### src/rtl/pxr_pkg.sv
package pxr_pkg;

    parameter int NPIX  = 4;   // pixels per region
    parameter int NSLOT = 5;   // buffer slots
    parameter int TOT_W = 4;   // ToT counter width
    parameter int LAT_W = 8;   // latency countdown width

    localparam int SLOT_W = (NSLOT > 1) ? $clog2(NSLOT) : 1;
    localparam int DATA_W = NPIX * TOT_W;

    typedef enum logic [1:0] {
        SL_FREE  = 2'd0,
        SL_WAIT  = 2'd1,
        SL_READY = 2'd2
    } slot_st_e;

    typedef struct packed {
        slot_st_e              st;
        logic [LAT_W-1:0]      lat;
        logic [NPIX-1:0]       hmap;
        logic [DATA_W-1:0]     tot;
    } slot_t;

endpackage

### src/rtl/pxr_tot_cnt.sv
// Per-pixel edge detection and saturating time-over-threshold counter.
module pxr_tot_cnt #(
    parameter int TOT_W = 4
) (
    input  logic             clk_i,
    input  logic             rst_ni,
    input  logic             disc_i,
    output logic             rise_o,
    output logic             fall_o,
    output logic [TOT_W-1:0] tot_o
);
    localparam logic [TOT_W-1:0] TOT_MAX = {TOT_W{1'b1}};

    typedef struct packed {
        logic             disc;
        logic [TOT_W-1:0] cnt;
    } cnt_t;

    cnt_t st_d, st_q;

    always_comb begin
        st_d      = st_q;
        st_d.disc = disc_i;
        if (disc_i && !st_q.disc) begin
            st_d.cnt = {{(TOT_W-1){1'b0}}, 1'b1};
        end else if (disc_i && st_q.disc && (st_q.cnt != TOT_MAX)) begin
            st_d.cnt = st_q.cnt + 1'b1;
        end
    end

    always_ff @(posedge clk_i or negedge rst_ni) begin
        if (!rst_ni) begin
            st_q <= '0;
        end else begin
            st_q <= st_d;
        end
    end

    assign rise_o = disc_i & ~st_q.disc;
    assign fall_o = ~disc_i & st_q.disc;
    // On the falling edge the register still holds the full count.
    assign tot_o  = st_q.cnt;

endmodule

### src/rtl/pxr_first_free.sv
// Lowest-index free slot picker.
module pxr_first_free #(
    parameter int N = 5,
    parameter int W = 3
) (
    input  logic [N-1:0] free_i,
    output logic         found_o,
    output logic [W-1:0] idx_o
);
    always_comb begin
        found_o = 1'b0;
        idx_o   = '0;
        for (int i = N - 1; i >= 0; i--) begin
            if (free_i[i]) begin
                found_o = 1'b1;
                idx_o   = W'(i);
            end
        end
    end
endmodule

### src/rtl/pxr_ready_queue.sv
// Order keeper for matched slots: indices enter when a countdown ends with
// a trigger and leave on a granted read, so the head is always the oldest.
module pxr_ready_queue #(
    parameter int N = 5,
    parameter int W = 3
) (
    input  logic         clk_i,
    input  logic         rst_ni,
    input  logic [N-1:0] push_i,
    input  logic         pop_i,
    output logic         valid_o,
    output logic [W-1:0] head_o
);
    localparam int CW = $clog2(N + 1);
    localparam logic [CW-1:0] CAP = CW'(N);

    typedef struct packed {
        logic [N-1:0][W-1:0] ent;
        logic [CW-1:0]       cnt;
    } q_t;

    q_t q_d, q_q;

    always_comb begin
        q_d = q_q;
        if (pop_i && (q_q.cnt != '0)) begin
            for (int i = 0; i < N - 1; i++) begin
                q_d.ent[i] = q_q.ent[i+1];
            end
            q_d.ent[N-1] = '0;
            q_d.cnt      = q_q.cnt - 1'b1;
        end
        // Same-cycle arrivals enter in slot index order.
        for (int i = 0; i < N; i++) begin
            if (push_i[i] && (q_d.cnt < CAP)) begin
                for (int j = 0; j < N; j++) begin
                    if (CW'(j) == q_d.cnt) begin
                        q_d.ent[j] = W'(i);
                    end
                end
                q_d.cnt = q_d.cnt + 1'b1;
            end
        end
    end

    always_ff @(posedge clk_i or negedge rst_ni) begin
        if (!rst_ni) begin
            q_q <= '0;
        end else begin
            q_q <= q_d;
        end
    end

    assign valid_o = (q_q.cnt != '0);
    assign head_o  = q_q.ent[0];

endmodule

### src/rtl/pxr_hit_buffer.sv
// Four-pixel region: ToT measurement, slot allocation, per-slot latency
// countdown, trigger match and oldest-first readout.
module pxr_hit_buffer
    import pxr_pkg::*;
(
    input  logic              clk_i,
    input  logic              rst_ni,
    input  logic [NPIX-1:0]   disc_i,
    input  logic              trig_i,
    input  logic [LAT_W-1:0]  latency_i,
    input  logic              rd_grant_i,
    output logic              rd_req_o,
    output logic [NPIX-1:0]   rd_hitmap_o,
    output logic [DATA_W-1:0] rd_tot_o,
    output logic              ovf_o
);

    typedef struct packed {
        slot_t [NSLOT-1:0]           slots;
        logic  [NPIX-1:0][SLOT_W-1:0] owner;  // slot holding each pixel's open hit
        logic  [NPIX-1:0]             live;   // pixel has an open hit with a slot
        logic                         ovf;
    } reg_t;

    reg_t st_d, st_q;

    // Per-pixel front end
    logic [NPIX-1:0]             rise;
    logic [NPIX-1:0]             fall;
    logic [NPIX-1:0][TOT_W-1:0]  tot_cur;

    for (genvar p = 0; p < NPIX; p++) begin : g_pix
        pxr_tot_cnt #(
            .TOT_W (TOT_W)
        ) u_cnt (
            .clk_i  (clk_i),
            .rst_ni (rst_ni),
            .disc_i (disc_i[p]),
            .rise_o (rise[p]),
            .fall_o (fall[p]),
            .tot_o  (tot_cur[p])
        );
    end

    // Free slot selection
    logic [NSLOT-1:0] free_mask;
    logic             free_found;
    logic [SLOT_W-1:0] free_idx;

    for (genvar s = 0; s < NSLOT; s++) begin : g_free
        assign free_mask[s] = (st_q.slots[s].st == SL_FREE);
    end

    pxr_first_free #(
        .N (NSLOT),
        .W (SLOT_W)
    ) u_pick (
        .free_i  (free_mask),
        .found_o (free_found),
        .idx_o   (free_idx)
    );

    // Readout order
    logic [NSLOT-1:0]  push_mask;
    logic              pop;
    logic              q_valid;
    logic [SLOT_W-1:0] q_head;

    pxr_ready_queue #(
        .N (NSLOT),
        .W (SLOT_W)
    ) u_order (
        .clk_i   (clk_i),
        .rst_ni  (rst_ni),
        .push_i  (push_mask),
        .pop_i   (pop),
        .valid_o (q_valid),
        .head_o  (q_head)
    );

    always_comb begin
        st_d      = st_q;
        push_mask = '0;
        pop       = 1'b0;

        // Countdown and trigger match
        for (int s = 0; s < NSLOT; s++) begin
            if (st_q.slots[s].st == SL_WAIT) begin
                if (st_q.slots[s].lat == '0) begin
                    if (trig_i) begin
                        st_d.slots[s].st = SL_READY;
                        push_mask[s]     = 1'b1;
                    end else begin
                        st_d.slots[s].st = SL_FREE;
                    end
                end else begin
                    st_d.slots[s].lat = st_q.slots[s].lat - 1'b1;
                end
            end
        end

        // Granted read frees the presented slot
        if (rd_grant_i && q_valid) begin
            st_d.slots[q_head].st = SL_FREE;
            pop                   = 1'b1;
        end

        // End of pulse: store ToT into the slot taken at hit start
        for (int p = 0; p < NPIX; p++) begin
            if (fall[p] && st_q.live[p]) begin
                if ((st_q.slots[st_q.owner[p]].st != SL_FREE) &&
                    st_q.slots[st_q.owner[p]].hmap[p]) begin
                    st_d.slots[st_q.owner[p]].tot[p*TOT_W +: TOT_W] = tot_cur[p];
                end
                st_d.live[p] = 1'b0;
            end
        end

        // New hit: one slot for every pixel starting this cycle
        if (|rise) begin
            if (free_found) begin
                st_d.slots[free_idx].st   = SL_WAIT;
                st_d.slots[free_idx].lat  = latency_i;
                st_d.slots[free_idx].hmap = rise;
                st_d.slots[free_idx].tot  = '0;
                for (int p = 0; p < NPIX; p++) begin
                    if (rise[p]) begin
                        st_d.owner[p] = free_idx;
                        st_d.live[p]  = 1'b1;
                    end
                end
            end else begin
                st_d.ovf = 1'b1;
                for (int p = 0; p < NPIX; p++) begin
                    if (rise[p]) begin
                        st_d.live[p] = 1'b0;
                    end
                end
            end
        end
    end

    always_ff @(posedge clk_i or negedge rst_ni) begin
        if (!rst_ni) begin
            st_q <= '0;
        end else begin
            st_q <= st_d;
        end
    end

    assign rd_req_o    = q_valid;
    assign rd_hitmap_o = q_valid ? st_q.slots[q_head].hmap : '0;
    assign rd_tot_o    = q_valid ? st_q.slots[q_head].tot  : '0;
    assign ovf_o       = st_q.ovf;

endmodule

### config.mk
export PLATFORM = sky130hd
export DESIGN_NAME = pxr_hit_buffer
export DESIGN_NICKNAME = d
export VERILOG_FILES = /design/src/rtl/pxr_pkg.sv /design/src/rtl/pxr_tot_cnt.sv /design/src/rtl/pxr_first_free.sv /design/src/rtl/pxr_ready_queue.sv /design/src/rtl/pxr_hit_buffer.sv
export SDC_FILE = /design/constraint.sdc
export NUM_CORES = 1
export LEC_CHECK = 0
export BUFFER_PORTS_ARGS = -buffer_cell sky130_fd_sc_hd__buf_2
export CAP_MARGIN = 5
export CORE_MARGIN = 2
export CORE_UTILIZATION = 50
export DETAILED_ROUTE_END_ITERATION = 8
export GPL_TIMING_DRIVEN = 0
export PLACE_DENSITY = 0.72
export SETUP_SLACK_MARGIN = 0.15
export SKIP_CTS_REPAIR_TIMING = 1
export SLEW_MARGIN = 20
export SYNTH_ARGS = -nofsm -noshare
export SYNTH_HDL_FRONTEND = slang
export SYNTH_HIERARCHICAL = 1
export SYNTH_SLANG_ARGS = --single-unit
### constraint.sdc
create_clock -name clk_i -period 5.76 [get_ports clk_i]
set_input_delay 0.288 -clock clk_i [delete_from_list [all_inputs] [get_ports clk_i]]
set_output_delay 0.288 -clock clk_i [all_outputs]
set_load 0.005 [all_outputs]
* Yosys cells after proc, flatten, opt, wreduce, memory -nomap -nowiden
Index checks and enable logic that the tools add are counted.
Operators by class: $add $sub $neg 15, multipliers 0, divide/modulo/power cells 0, order comparisons 17, equal/unequal tests 29, shift operators 0, multiplexer cells 145, bitwise logic cells 17, reductions and logical operators 67
Operators by type and width (number):
- 150-bit bitwise mux | 9
- 150-bit 2-to-1 mux | 9
- 30-bit demux with 3-bit select | 9
- 30-bit binary-select mux with 3-bit select | 5
- 30-bit 2-to-1 mux | 6
- 167-bit 2-to-1 mux | 1
- 162-bit 2-to-1 mux | 1
- 18-bit 2-to-1 mux | 6
- 3-bit 2-to-1 mux | 34
- 10-bit 2-to-1 mux | 5
- 16-bit 2-to-1 mux | 3
- 8-bit 2-to-1 mux | 6
- 4-bit 2-to-1 mux | 11
- 8-bit zero test | 5
- 20-bit 2-to-1 mux | 2
- 8-bit by 1-bit subtractor with 8-bit output (second input constant) | 5
- 1-bit logical AND | 33
- 2-bit by 3-bit == test with 1-bit output (first input constant) | 10
- 1-bit 2-to-1 mux | 30
- 28-bit 2-to-1 mux | 1
- 3-bit by 4-bit < comparator with 1-bit output (second input constant) | 6
- 3-bit by 1-bit greater-or-equal comparator with 1-bit output (second input constant) | 6
- 4-bit by 1-bit adder with 4-bit output (second input constant) | 4
- 4-bit inequality test (second input constant) | 4
- other kinds (18) | 79
Storage, ports and cells: bits in registers 205, bits in latches 0, RAM bits 0, bits in read-only memories 0, output and inout port bits 22, word-level logic and storage cells 330, memories kept 0

* Depth between registers and ports, before layout
Gate-level depths: netlist (run 1).
depth after elaboration 24, depth in mapped cells 32

* Cells and area by module
The synthesis (run 1) kept the hierarchy.
By module, submodules not included:
- pxr_hit_buffer | instances 1, cells each 891, area each 8858.5 um2, seq. area each 4179.0 um2
- pxr_ready_queue | instances 1, cells each 232, area each 2087.0 um2, seq. area each 450.4 um2
- pxr_tot_cnt | instances 4, cells each 31, area each 310.3 um2, seq. area each 125.1 um2
- pxr_first_free | instances 1, cells each 8, area each 48.8 um2, seq. area each 0.0 um2

* Least setup slack after synthesis (run 1)
No wires, ideal clock.
kind register to register, start point register u_order/q_q[0] (netlist bit), end point register u_order/q_q[13] (netlist bit), setup time 0.119 ns, data arrival time 5.893 ns, data required time 5.641 ns, setup slack -0.252 ns, cell stages (with the launch flop) 31, buffers on the path 2, clock period less this slack 6.012 ns, path through dfrtp_1 > inv_1 > ha_1 > nor2b_1 > inv_1 > nand2_1 > inv_1 > buf_4 > inv_2 > o21ai_0 > and2_1 > ha_1 > a21oi_1 > inv_1 > ha_1 > ha_1 > nor2_1 > a31oi_2 > a311oi_4 > o21ai_1 > and2_1 > clkbuf_1 > ha_1 > ha_1 > nor2b_1 > or2_1 > inv_1 > ha_1 > nand2_1 > a211o_1 > o21a_1
RTL lines:
- start: declaration | RTL line pxr_ready_queue.sv:22 | q_t q_d, q_q;
- start signal: assignment | RTL line pxr_ready_queue.sv:50 | q_q <= q_d;

==> impl_metrics.csv, run 1 <==
group,metric,value,unit
worst_setup_path,reg2reg_from,"u_order/q_q[1]$_DFF_PN0_",
grt,grt_pass1_wl,53.48,mm
placement,dp_hpwl,23.42,mm
clocking,h-tree-depth,1,
clocking,root_buffer,"clkbuf_16",
logic_synthesis,synth_edf_count,0,
grt,grt_pass1_vias,9601,
logic_synthesis,synth-seq-area-share,0.4193,
placement,routabilityCongestion,0.9106,
sta,setup_viol,0,
layout,final_cell_mix,"dfrtp_1 (204), nor2_1 (137), mux2i_1 (104)",
detailed_routing,routedWlPerCell,20.44,µm
pwr,sequentialPowerShare,0.337,
placement,placed_cells,1618,
grt,antenna_found_initial,0,
sta,maxSlewViolCount,0,
pwr,leakage,6.149,nW
sta,tightest_slew,0.9525,ns
sta,hold_ws,0.07877,ns
pwr,ir_drop,0.0002491,V
sta,finClkSkew,0.02474,ns
worst_setup_path,critPathCaptureType,"flop",
hold_path,hold_depth,3,
clocking,clock_latency,0.54,ns
layout,finalInstanceArea,14250,µm²
pwr,internal-power,3.903,mW
worst_setup_path,cp_max_fo,5,
detailed_routing,first_pass_iters,5,
grt,grt_usage,0.2626,
clocking,clock_sinks,205,
worst_setup_path,slowest_delay,0.43,ns
sta,fin_crit,5.499,ns
sta,fin_ws,0.2611,ns
pwr,p_clk_frac,0.234,
layout,nets,1411,
worst_setup_path,startpoint_type,"flop",
logic_synthesis,ys_types,91,
floorplanning,start_util,0.5061,
pwr,powerDensity,463.8,nW/µm²
sta,grt_setup_unrepaired,"no",
floorplanning,core-area,24180,µm²
logic_synthesis,syn-num-nets,1306,
grt,grt_overflow,0,
pwr,total_power,6.607,mW
worst_setup_path,reg2reg_to,"u_order/q_q[13]$_DFF_PN0_",
floorplanning,ioPinCount,38,
clocking,numCtsBuffers,25,
pwr,switchingPower,2.704,mW
layout,syn2layout_area_growth,16.43,%
clocking,path_clk_slew,0.06,ns
hold_path,hp-class,"in -> reg",
floorplanning,rows,57,
worst_setup_path,crit_arrival,5.91,ns
detailed_routing,ant_nets,0,
clocking,ctsLongestPathBuffers,3,
logic_synthesis,netlist_instances,1255,
run,max-cap-violations,0,
hold_path,min_from,"latency_i[5]",
placement,io_buffers,37,
worst_setup_path,slowest_stage,"dfrtp_1",
worst_setup_path,path_common_cell,"ha_1",
logic_synthesis,syn_area,12240,µm²
logic_synthesis,synth_top_flop_cell,"dfrtp_1",
detailed_routing,vias,10330,
layout,instances_no_fill,1703,
layout,final_common_cell,"dfrtp_1",
sta,finalHoldViolCount,0,
worst_setup_path,r2r_cells,30,
worst_setup_path,critPathKind,"reg -> reg",
detailed_routing,drc,0,
detailed_routing,vias_per_cell,6.063,
pwr,swShare,0.4093,
logic_synthesis,synth-seq-cells,205,
sta,fmax,0.1819,GHz
clocking,tritoncts,"done",
layout,drive_above_1_share,0.1980,
layout,final_core_util,0.5892,
sta,fin_crit_sh,0.9547,
placement,place_ws,-0.6580,ns
logic_synthesis,avgSynthCellArea,9.749,µm²
grt,grt_max_degree,93,
floorplanning,die_y,160.4,µm
placement,placed_area,12930,µm²
pwr,p_comb_frac,0.429,
worst_setup_path,cp.required,6.17,ns
worst_setup_path,ff2ff_setup_slack,0.26,ns
detailed_routing,drt_iter0_drc,1098,
outcome,status,"complete, no violations",
detailed_routing,wirelength,34.81,mm
layout,antennaDiodeCount,0,
sta,slew_headroom,0.3559,
logic_synthesis,ys_async_sr_fraction,1.000,
hold_path,min_to,"st_q[162]$_DFF_PN0_",
sta,tns,0,ns
floorplanning,die_x,160.4,µm
logic_synthesis,yosys_warnings,6,
floorplanning,dieArea,25740,µm²
[sequential cells by signal (all words and copies together) (netlist names)]
signal and count:
st_q 166, ovf_o 1, g_pix.u_cnt/tot_o 16, u_order/head_o 3, g_pix.u_cnt/st_q 4, u_order/q_q 15
[routing by layer]
layer,vias up,track usage,share of wire
met1,5075,0.3739,0.44
met3,77,0.04287,0.073
met4,0,0.08190,0.029
met2,441,0.4132,0.46
met5,-,0,0
li1,4732,-,-
[power by group through the flow]
| stage | clock (mW) | sequential [mW] | combinational [mW] |
|---|---|---|---|
| after floorplan | 0 | 2.10 | 1.90 |
| after global placement | 0 | 2.20 | 2.50 |
| after detailed placement | 0 | 2.20 | 2.57 |
| after CTS | 1.56 | 2.19 | 2.58 |
| after global routing | 1.63 | 2.27 | 3.10 |
| final | 1.55 | 2.23 | 2.84 |
[worst max path at each step]
stage	start	end
floorplan	u_order/q_q[0]$_DFF_PN0_	u_order/q_q[13]$_DFF_PN0_
global placement	st_q[40]$_DFF_PN0_	u_order/q_q[13]$_DFF_PN0_
detailed placement	st_q[40]$_DFF_PN0_	u_order/q_q[13]$_DFF_PN0_
CTS	st_q[40]$_DFF_PN0_	u_order/q_q[13]$_DFF_PN0_
global route	st_q[37]$_DFF_PN0_	u_order/q_q[13]$_DFF_PN0_
finish	u_order/q_q[1]$_DFF_PN0_	u_order/q_q[13]$_DFF_PN0_
[Yosys cell counts (13+ instances only)]
cell type    n  area share
dfrtp_1    205        0.42
nor2_1     139       0.043
mux2i_1    104       0.085
nand2_1     89       0.027
a21oi_1     81       0.033
o21ai_0     55       0.022
inv_1       41       0.013
ha_1        35       0.036
nand2b_1    31       0.016
a22oi_1     28       0.017
nand3_1     28       0.011
nor3_1      23      0.0094
buf_4       21       0.013
clkbuf_1    21      0.0064
a21boi_0    19       0.012
mux2_2      18       0.017
a31oi_1     16      0.0082
buf_6       16       0.015
a22o_1      15       0.011
o21ai_1     14      0.0057
nand3b_1    13      0.0080
[cells by family (layout without fill, tap and decap cells)]
family          after synthesis  in the layout  synth area share
simple gates                451            451            0.2029
fa+ha+maj                    35             35           0.03579
buf+inv                     114            238           0.05215
compound gates              302            302            0.1667
mux                         126            126            0.1075
xor+xnor                     22             22           0.01575
flops                       205            205            0.4193
[worst max-delay path, delay by kind of cell (launching register included)]
kind	cells	cell delay (ns)
flip-flops	1	0.43
adder cells (fa/ha/maj)	7	1.37
buffers and inverters	8	0.91
AND/OR/NAND/NOR	9	1.51
AO/OA/AOI/OAI	6	1.13
[cell type report]
| class | instances | area [µm²] |
|---|---|---|
| fillers | 2027 | 9931 |
| clock inverters | 10 | 85.08 |
| clock buffers | 36 | 716.9 |
| plain buffers | 71 | 494.2 |
| repair buffers | 78 | 555.5 |
| well taps | 324 | 405.4 |
| flip-flops and latches | 205 | 5131 |
| inverters | 43 | 171.4 |
| multi-input cells | 936 | 6686 |
Note: power is estimated with default switching activity, not from simulation.
==> run 2: changes to the inputs <==
==> constraint.sdc (replaced) <==
create_clock -name clk_i -period 5.76 [get_ports clk_i]
set_input_delay 0.864 -clock clk_i [delete_from_list [all_inputs] [get_ports clk_i]]
set_output_delay 0.864 -clock clk_i [all_outputs]
set_load 0.005 [all_outputs]
==> run 2 against run 1 <==
  * First-iteration DRC count rose by 11%
  * Count of clock-buffer cells in the layout is the same
  * Non-clock buffer count decreased by 5
  * Wire length is essentially flat
  * Critical path type unchanged
  * Critical endpoint unchanged
  * Highest routed layer unchanged
==> impl_metrics.csv, run 2 (same netlist as run 1, synthesis figures left out) <==
group,metric,value,unit
worst_setup_path,startpoint_type,"flop",
pwr,powerDensity,465.3,nW/µm²
clocking,h-tree-depth,1,
worst_setup_path,reg2reg_from,"u_order/q_q[1]$_DFF_PN0_",
floorplanning,dieArea,25740,µm²
sta,finalHoldViolCount,0,
clocking,numCtsBuffers,25,
detailed_routing,wirelength,34.79,mm
clocking,path_clk_slew,0.06,ns
layout,drive_above_1_share,0.1987,
detailed_routing,routedWlPerCell,20.49,µm
detailed_routing,met2WireLength,15.80,mm
sta,finClkSkew,0.02949,ns
detailed_routing,wl_met1,15.56,mm
floorplanning,ioPinCount,38,
run,max-cap-violations,0,
detailed_routing,drt_iter0_drc,1216,
layout,syn2layout_area_growth,16.02,%
layout,largest_reg_flops,166,
layout,antennaDiodeCount,0,
worst_setup_path,crit_arrival,5.92,ns
sta,fmax,0.1813,GHz
grt,grt_pass1_vias,9601,
outcome,status,"complete, no violations",
sta,grt_setup_unrepaired,"no",
grt,grt_max_degree,93,
floorplanning,die_x,160.4,µm
placement,io_buffers,37,
placement,place_ws,-0.6580,ns
worst_setup_path,critPathKind,"reg -> reg",
worst_setup_path,critPathCaptureType,"flop",
worst_setup_path,slowest_delay,0.43,ns
worst_setup_path,cp-startpoint,"u_order/q_q[1]$_DFF_PN0_",
layout,largest-register,"st_q",
detailed_routing,vias_per_cell,6.084,
detailed_routing,ant_nets,0,
sta,tightest_slew,0.9628,ns
grt,grt_usage,0.2626,
sta,maxSlewViolCount,0,
hold_path,hp-class,"in -> async",
sta,fin_ws,0.2431,ns
layout,nets,1406,
layout,final_cell_mix,"dfrtp_1 (204), nor2_1 (137), mux2i_1 (104)",
clocking,ctsLongestPathBuffers,3,
worst_setup_path,cp_max_fo,5,
clocking,root_buffer,"clkbuf_16",
placement,dp_hpwl,23.42,mm
grt,grt_pass1_wl,53.48,mm
clocking,clock_sinks,205,
detailed_routing,route.met3.wl,2.352,mm
pwr,leakage,6.128,nW
clocking,tritoncts,"done",
detailed_routing,first_pass_iters,7,
layout,final_common_cell,"dfrtp_1",
worst_setup_path,crit_family,"simple AND/OR/NAND/NOR gates",
worst_setup_path,r2r_cells,30,
worst_setup_path,path_common_cell,"ha_1",
worst_setup_path,slowest_stage,"dfrtp_1",
placement,placed_area,12930,µm²
detailed_routing,drc,0,
floorplanning,core-area,24180,µm²
sta,slew_headroom,0.3489,
worst_setup_path,crit_cells,30,
worst_setup_path,critical_path_buf_inv_count,8,
sta,fin_crit,5.517,ns
pwr,ir_drop,0.0002473,V
grt,grt_overflow,0,
layout,fillers,2033,
sta,setup_viol,0,
grt,antenna_found_initial,0,
layout,finalInstanceArea,14200,µm²
floorplanning,start_util,0.5061,
detailed_routing,top_layer,"met4",
placement,routabilityCongestion,0.9106,
sta,fin_crit_sh,0.9578,
worst_setup_path,cp.required,6.17,ns
floorplanning,die_y,160.4,µm
detailed_routing,vias,10330,
floorplanning,rows,57,
clocking,clock_latency,0.54,ns
[run 2: cell types whose count changed in the layout (fill, tap and decap cells not counted), sizes merged]
cell         delta
dlygate4sd3     -5
[run 2: area by class of cell]
type | count | area (µm²) | share of cell area
Buffer | 71 | 494.2 | 0.03481
Clock buffer | 36 | 716.9 | 0.05050
Clock inverter | 10 | 85.08 | 0.005993
Inverter | 43 | 171.4 | 0.01207
Multi-Input combinational cell | 936 | 6686 | 0.4710
Sequential cell | 205 | 5131 | 0.3614
Tap cell | 324 | 405.4 | 0.02856
Timing Repair Buffer | 73 | 505.5 | 0.03561
[run 2: power by group]
group | internal (mW) | total (mW) | switching [mW]
Combinational | 1.18 | 2.84 | 1.65
Clock | 0.909 | 1.54 | 0.635
Sequential | 1.81 | 2.23 | 0.418
[run 2: routing by layer]
metal  vias up  global-route usage
met5         -                   0
met3        90             0.04287
li1       4723                   -
met1      5136              0.3739
met4         0             0.08190
met2       382              0.4132
[run 2: worst paths after layout]
path	slack, ns	end
hold / removal	0.19	g_pix[0].u_cnt/tot_o[1]$_DFFE_PN0P_
hold reg to reg	0.47	ovf_o$_DFFE_PN0P_
min in group clk_i	0.46	g_pix[1].u_cnt/st_q[4]$_DFF_PN0_
max in group asynchronous	4.78	u_order/q_q[0]$_DFF_PN0_
setup reg to reg	0.24	u_order/q_q[13]$_DFF_PN0_
setup / recovery	0.24	u_order/q_q[13]$_DFF_PN0_
[run 2: metrics by stage]
| step | util | setup TNS, ns | hold WS [ns] | power [mW] | instances |
|---|---|---|---|---|---|
| finish | 0.5872 | 0 | 0.1864 | 6.606 | 1698 |
| floorplan | - | 0 | 0.4510 | 3.999 | 1255 |
| global route | 0.5872 | 0 | 0.2036 | 6.993 | 1698 |
| global placement | 0.5320 | -3.977 | 0.4435 | 4.697 | 1616 |
| CTS | 0.5681 | -4.277 | 0.1890 | 6.331 | 1664 |
| detailed placement | 0.5350 | -3.588 | 0.4527 | 4.775 | 1618 |
